--- src/rtl/dq_pkg.sv ---
package dq_pkg;
   typedef enum logic [1:0] {
      ISS_NONE = 2'd0,
      ISS_LOW  = 2'd1,
      ISS_HIGH = 2'd2,
      ISS_BOTH = 2'd3
   } iss_pat_e;

   localparam int unsigned PORTS = 2;
endpackage

--- src/rtl/dq_ctrl.sv ---
module dq_ctrl #(
   parameter int unsigned DEPTH = 4,
   localparam int unsigned CW   = $clog2(DEPTH + 1)
) (
   input  logic          clk,
   input  logic          rst_n,
   input  logic          flush_i,
   input  logic [1:0]    in_valid_i,
   input  logic          rdy0_i,
   input  logic          rdy1_i,
   input  logic [CW-1:0] cnt_i,
   output logic          iss0_o,
   output logic          iss1_o,
   output logic [1:0]    n_iss_o,
   output logic [1:0]    n_in_o,
   output logic [1:0]    free_o,
   output logic [CW-1:0] cnt_nxt_o,
   output dq_pkg::iss_pat_e pat_o
);
   localparam logic [CW-1:0] DEPTH_C = CW'(DEPTH);

   logic [CW-1:0] room;

   always_comb begin
      room      = DEPTH_C - cnt_i;
      free_o    = (room >= CW'(2)) ? 2'd2 : room[1:0];
      iss0_o    = rdy0_i && (cnt_i >= CW'(1));
      iss1_o    = rdy1_i && (cnt_i >= CW'(2));
      n_iss_o   = {1'b0, iss0_o} + {1'b0, iss1_o};
      n_in_o    = {1'b0, in_valid_i[0]} + {1'b0, in_valid_i[0] & in_valid_i[1]};
      pat_o     = dq_pkg::iss_pat_e'({iss1_o, iss0_o});
      if (flush_i) cnt_nxt_o = '0;
      else         cnt_nxt_o = cnt_i - CW'(n_iss_o) + CW'(n_in_o);
   end

   p_credit_r2: assert property (@(posedge clk) disable iff (!rst_n)
      !flush_i |-> (n_in_o <= free_o));

   p_in_order_r3: assert property (@(posedge clk) disable iff (!rst_n)
      in_valid_i[1] |-> in_valid_i[0]);

   p_flush_r8: assert property (@(posedge clk) disable iff (!rst_n)
      flush_i |=> (cnt_i == '0));

   p_bound_r10: assert property (@(posedge clk) disable iff (!rst_n)
      cnt_i <= DEPTH_C);
endmodule

--- src/rtl/dq_slot_sel.sv ---
module dq_slot_sel #(
   parameter int unsigned K     = 0,
   parameter int unsigned DEPTH = 4,
   parameter int unsigned W     = 8,
   localparam int unsigned CW   = $clog2(DEPTH + 1)
) (
   input  logic [W-1:0]  held_i [DEPTH],
   input  logic [CW-1:0] cnt_i,
   input  logic          iss0_i,
   input  logic [1:0]    n_iss_i,
   input  logic [1:0]    n_in_i,
   input  logic [W-1:0]  w0_i,
   input  logic [W-1:0]  w1_i,
   output logic [W-1:0]  nxt_o
);
   always_comb begin
      int rem;
      int src;
      int j;
      rem   = int'(cnt_i) - int'(n_iss_i);
      src   = (K == 0 && !iss0_i) ? 0 : int'(K) + int'(n_iss_i);
      j     = int'(K) - rem;
      nxt_o = held_i[K];
      if (int'(K) < rem) begin
         if (src < int'(DEPTH)) nxt_o = held_i[src];
      end else if (j == 0 && n_in_i >= 2'd1) begin
         nxt_o = w0_i;
      end else if (j == 1 && n_in_i >= 2'd2) begin
         nxt_o = w1_i;
      end
   end
endmodule

--- src/rtl/dual_issue_queue.sv ---
module dual_issue_queue #(
   parameter int unsigned DATA_W = 32,
   parameter int unsigned CLS_W  = 2,
   parameter int unsigned DEPTH  = 4
) (
   input  logic              clk,
   input  logic              rst_n,
   input  logic              flush_i,
   input  logic [1:0]        in_valid_i,
   input  logic [DATA_W-1:0] in_data0_i,
   input  logic [CLS_W-1:0]  in_cls0_i,
   input  logic [DATA_W-1:0] in_data1_i,
   input  logic [CLS_W-1:0]  in_cls1_i,
   output logic [1:0]        free_o,
   output logic              c0_valid_o,
   output logic [DATA_W-1:0] c0_data_o,
   output logic [CLS_W-1:0]  c0_cls_o,
   input  logic              c0_ready_i,
   output logic              c1_valid_o,
   output logic [DATA_W-1:0] c1_data_o,
   output logic [CLS_W-1:0]  c1_cls_o,
   input  logic              c1_ready_i
);
   localparam int unsigned W  = DATA_W + CLS_W;
   localparam int unsigned CW = $clog2(DEPTH + 1);

   if (DEPTH < dq_pkg::PORTS) begin : g_bad_depth
      $error("dual_issue_queue: DEPTH must be at least 2");
   end
   if (DATA_W < 1 || CLS_W < 1) begin : g_bad_width
      $error("dual_issue_queue: widths must be positive");
   end

   logic [W-1:0]  ent_q   [DEPTH];
   logic [W-1:0]  ent_nxt [DEPTH];
   logic [CW-1:0] cnt_q, cnt_nxt;
   logic          iss0, iss1;
   logic [1:0]    n_iss, n_in;
   dq_pkg::iss_pat_e pat;

   dq_ctrl #(.DEPTH(DEPTH)) u_ctrl (
      .clk       (clk),
      .rst_n     (rst_n),
      .flush_i   (flush_i),
      .in_valid_i(in_valid_i),
      .rdy0_i    (c0_ready_i),
      .rdy1_i    (c1_ready_i),
      .cnt_i     (cnt_q),
      .iss0_o    (iss0),
      .iss1_o    (iss1),
      .n_iss_o   (n_iss),
      .n_in_o    (n_in),
      .free_o    (free_o),
      .cnt_nxt_o (cnt_nxt),
      .pat_o     (pat)
   );

   for (genvar k = 0; k < DEPTH; k++) begin : g_slot
      dq_slot_sel #(.K(k), .DEPTH(DEPTH), .W(W)) u_sel (
         .held_i (ent_q),
         .cnt_i  (cnt_q),
         .iss0_i (iss0),
         .n_iss_i(n_iss),
         .n_in_i (n_in),
         .w0_i   ({in_cls0_i, in_data0_i}),
         .w1_i   ({in_cls1_i, in_data1_i}),
         .nxt_o  (ent_nxt[k])
      );

      always_ff @(posedge clk or negedge rst_n) begin
         if (!rst_n) ent_q[k] <= '0;
         else        ent_q[k] <= ent_nxt[k];
      end
   end

   always_ff @(posedge clk or negedge rst_n) begin
      if (!rst_n) cnt_q <= '0;
      else        cnt_q <= cnt_nxt;
   end

   assign c0_valid_o = (cnt_q >= CW'(1));
   assign c1_valid_o = (cnt_q >= CW'(2));
   assign {c0_cls_o, c0_data_o} = ent_q[0];
   assign {c1_cls_o, c1_data_o} = ent_q[1];

   p_stall_hold_r9: assert property (@(posedge clk) disable iff (!rst_n)
      (c0_valid_o && !c0_ready_i && !flush_i) |=> (ent_q[0] == $past(ent_q[0])));

   p_skip_r6: assert property (@(posedge clk) disable iff (!rst_n)
      (pat == dq_pkg::ISS_HIGH && cnt_q > CW'(2) && !flush_i)
      |=> (ent_q[1] == $past(ent_q[2])));

   p_shift_r7: assert property (@(posedge clk) disable iff (!rst_n)
      (pat == dq_pkg::ISS_LOW && cnt_q >= CW'(2) && !flush_i)
      |=> (ent_q[0] == $past(ent_q[1])));

   p_pair_r10: assert property (@(posedge clk) disable iff (!rst_n)
      c1_valid_o |-> c0_valid_o);
endmodule

--- config.mk ---
export PLATFORM = sky130hd
export DESIGN_NAME = dual_issue_queue
export DESIGN_NICKNAME = d
export VERILOG_FILES = /design/src/rtl/dq_pkg.sv /design/src/rtl/dq_ctrl.sv /design/src/rtl/dq_slot_sel.sv /design/src/rtl/dual_issue_queue.sv
export SDC_FILE = /design/constraint.sdc
export NUM_CORES = 1
export LEC_CHECK = 0
export ABC_CLOCK_PERIOD_IN_PS = 4310
export BUFFER_PORTS_ARGS = -buffer_cell sky130_fd_sc_hd__buf_2
export CAP_MARGIN = 10
export CORE_MARGIN = 2
export CORE_UTILIZATION = 40
export CTS_CLUSTER_DIAMETER = 60
export DETAILED_ROUTE_END_ITERATION = 7
export GPL_TIMING_DRIVEN = 0
export PLACE_DENSITY_LB_ADDON = 0.05
export REMOVE_ABC_BUFFERS = 1
export SLEW_MARGIN = 0
export SYNTH_ARGS = -nofsm -noshare
export SYNTH_HDL_FRONTEND = slang
export SYNTH_HIERARCHICAL = 1
export SYNTH_SLANG_ARGS = --single-unit
--- constraint.sdc ---
create_clock -name clk -period 4.31 [get_ports clk]
set_input_delay 0.6465 -clock clk [delete_from_list [all_inputs] [get_ports clk]]
set_output_delay 0.6465 -clock clk [all_outputs]
set_load 0.02 [all_outputs]
==> impl_metrics.toml <==
[status]
status = "completed"

[cts]
numCtsBuffers = 17
cts_root_buf = "clkbuf_16"
worstSkewPairLatency_ns = 0.43
cts_sinks = 139
ctsLongestPathBuffers = 2
cts_tree = "yes"
clkTransAtPathRegs_ns = 0.07
cts.htree.levels = 4
hold_buffers = 0

[timing]
period_minus_slack_ns = 4.15
period_share = 0.963
fin_ws_ns = 0.159
rsz0062_at_grt = "false"
max-slew-margin-rel = 0.142
fmaxAchievable_ghz = 0.241
slew_violations = 0
worst_hold_slack_ns = 0.0739
skew_ns = 0.0115
tightest_slew_ns = 1.28
setup_viol = 0
hold_viol = 0
final.setup.tns_ns = 0

[routing]
route.vias.total = 11500
wirelength_mm = 48.3
ant_nets = 0
drt_drc_violations_left = 0
drtPass1Iterations = 7
first_iter_violations = 1279
vias_per_cell = 6.59
wire_per_inst_um = 27.7

[hold_path]
holdCritPathClass = "input port to asynchronous set/reset pin"

[floorplanning]
die_w_um = 177
pin_count = 147
dieArea_um2 = 31400
initial_utilization = 0.406
rows = 63
core_region_area_um2 = 29600
die_height_um = 177

[logic_synthesis]
netlist_area_um2 = 12000
synthCells = 1316
syn_avg_cell_area_um2 = 9.12
yosysWarnings = 6

[setup_path]
cp.buffers_inverters = 3
cp_max_fo = 29
crit_arrival_ns = 4.49
worstPathCellList = "o41a_1, ha_4, ha_1, inv_1, fa_1, inv_1, ha_1, and4bb_1, and4b_2, buf_12, nand3_1, o2111ai_1"
cp_slowest_cell = "o41a_1"
crit_family = "adder cells"
endpoint_kind = "flip-flop"
path_class = "flip-flop to flip-flop"
crit_required_ns = 4.65
slowest_delay_ns = 0.61
startpoint_type = "flip-flop"

[placement]
port_buffers = 146
placed_area_um2 = 12900
dp_hpwl_mm = 28.9
dp_slack_ns = -1.49
routabilityCongestion = 0.766

[global_route]
antenna_found_initial = 0
grt_pass1_vias = 11100
grt_usage = 0.304
gr-total-overflow = 0
grt_pass1_wl_mm = 71.2
grt_max_degree = 109

[job]
drv_cap = 0

[layout]
layout.nets = 1441
syn_to_final_growth_pct = 14.0
fin_area_um2 = 13700
multiInputGateArea_um2 = 6900
antenna_cells = 0
n_fill_cell = 2832
drive_above_1_share = 0.227
register_area_um2 = 3480
-- metal layers --
layer	up-vias	track usage	wire, um
met2	614	0.476	22100
met5	-	0	0
met3	97	0.0537	4010
li1	5054	-	-
met4	0	0.106	1160
met1	5732	0.420	21000
-- area by class of cell --
type                            count  share of cell area
Multi-Input combinational cell    852               0.504
Clock inverter                     13              0.0104
Timing Repair Buffer              205               0.128
Tap cell                          390              0.0357
Clock buffer                       19              0.0324
Inverter                          127              0.0348
Sequential cell                   139               0.254
-- per-stage QoR --
stage / util / instances
after floorplan: - / 1118
after global placement: 0.402 / 1654
after detailed placement: 0.435 / 1693
after CTS: 0.460 / 1739
after global routing: 0.463 / 1745
final: 0.463 / 1745
-- path summary, 6_finish.rpt --
kind | startpoint | to | slack [ns] | cells past startpoint
max in group asynchronous | rst_n | c1_data_o[25]$_DFF_PN0_ | 3.33 | 2
max reg2reg | cnt_q[2]$_DFF_PN0_ | c1_data_o[5]$_DFF_PN0_ | 0.16 | 12
min | rst_n | c1_data_o[16]$_DFF_PN0_ | 0.07 | 1
max | cnt_q[2]$_DFF_PN0_ | c1_data_o[5]$_DFF_PN0_ | 0.16 | 12
min reg2reg | ent_q[38]$_DFF_PN0_ | ent_q[38]$_DFF_PN0_ | 0.58 | 2
min in group clk | flush_i | cnt_q[1]$_DFF_PN0_ | 0.40 | 2
-- worst register-to-register path: cells and delay by family, from the launching register on --
kind            cells  cell delay [ns]
flops               1             0.59
buf+inv             3             0.40
fa+ha+maj           4             1.54
compound gates      2             0.73
simple gates        3             0.78
-- what timing repair did --
item | CTS | global route
pin swaps | 7 | 3
resized for setup | 3 | 4
buffers inserted | 14 | 6
endpoints found under the setup margin | 136 | 70
-- cells in the final DEF (no fill, tap or decap), types with 36 or more instances in the layout --
cell	n
o21ai_0	67
nor2_1	42
inv_1	126
nand2_1	37
o2111ai_1	36
nand3_1	36
nor2b_1	41
mux2i_1	137
buf_2	145
o22ai_1	101
dfrtp_1	136
or3_1	36
-- sequential cells by signal, indices dropped and copies added (netlist names) --
name       flops
ent_q         68
c1_cls_o       2
cnt_q          3
c0_cls_o       2
c1_data_o     32
c0_data_o     32
Power is left out: the tool's default activity adds up to more than one toggle a clock period on the data nets, which glitch-free logic cannot reach.
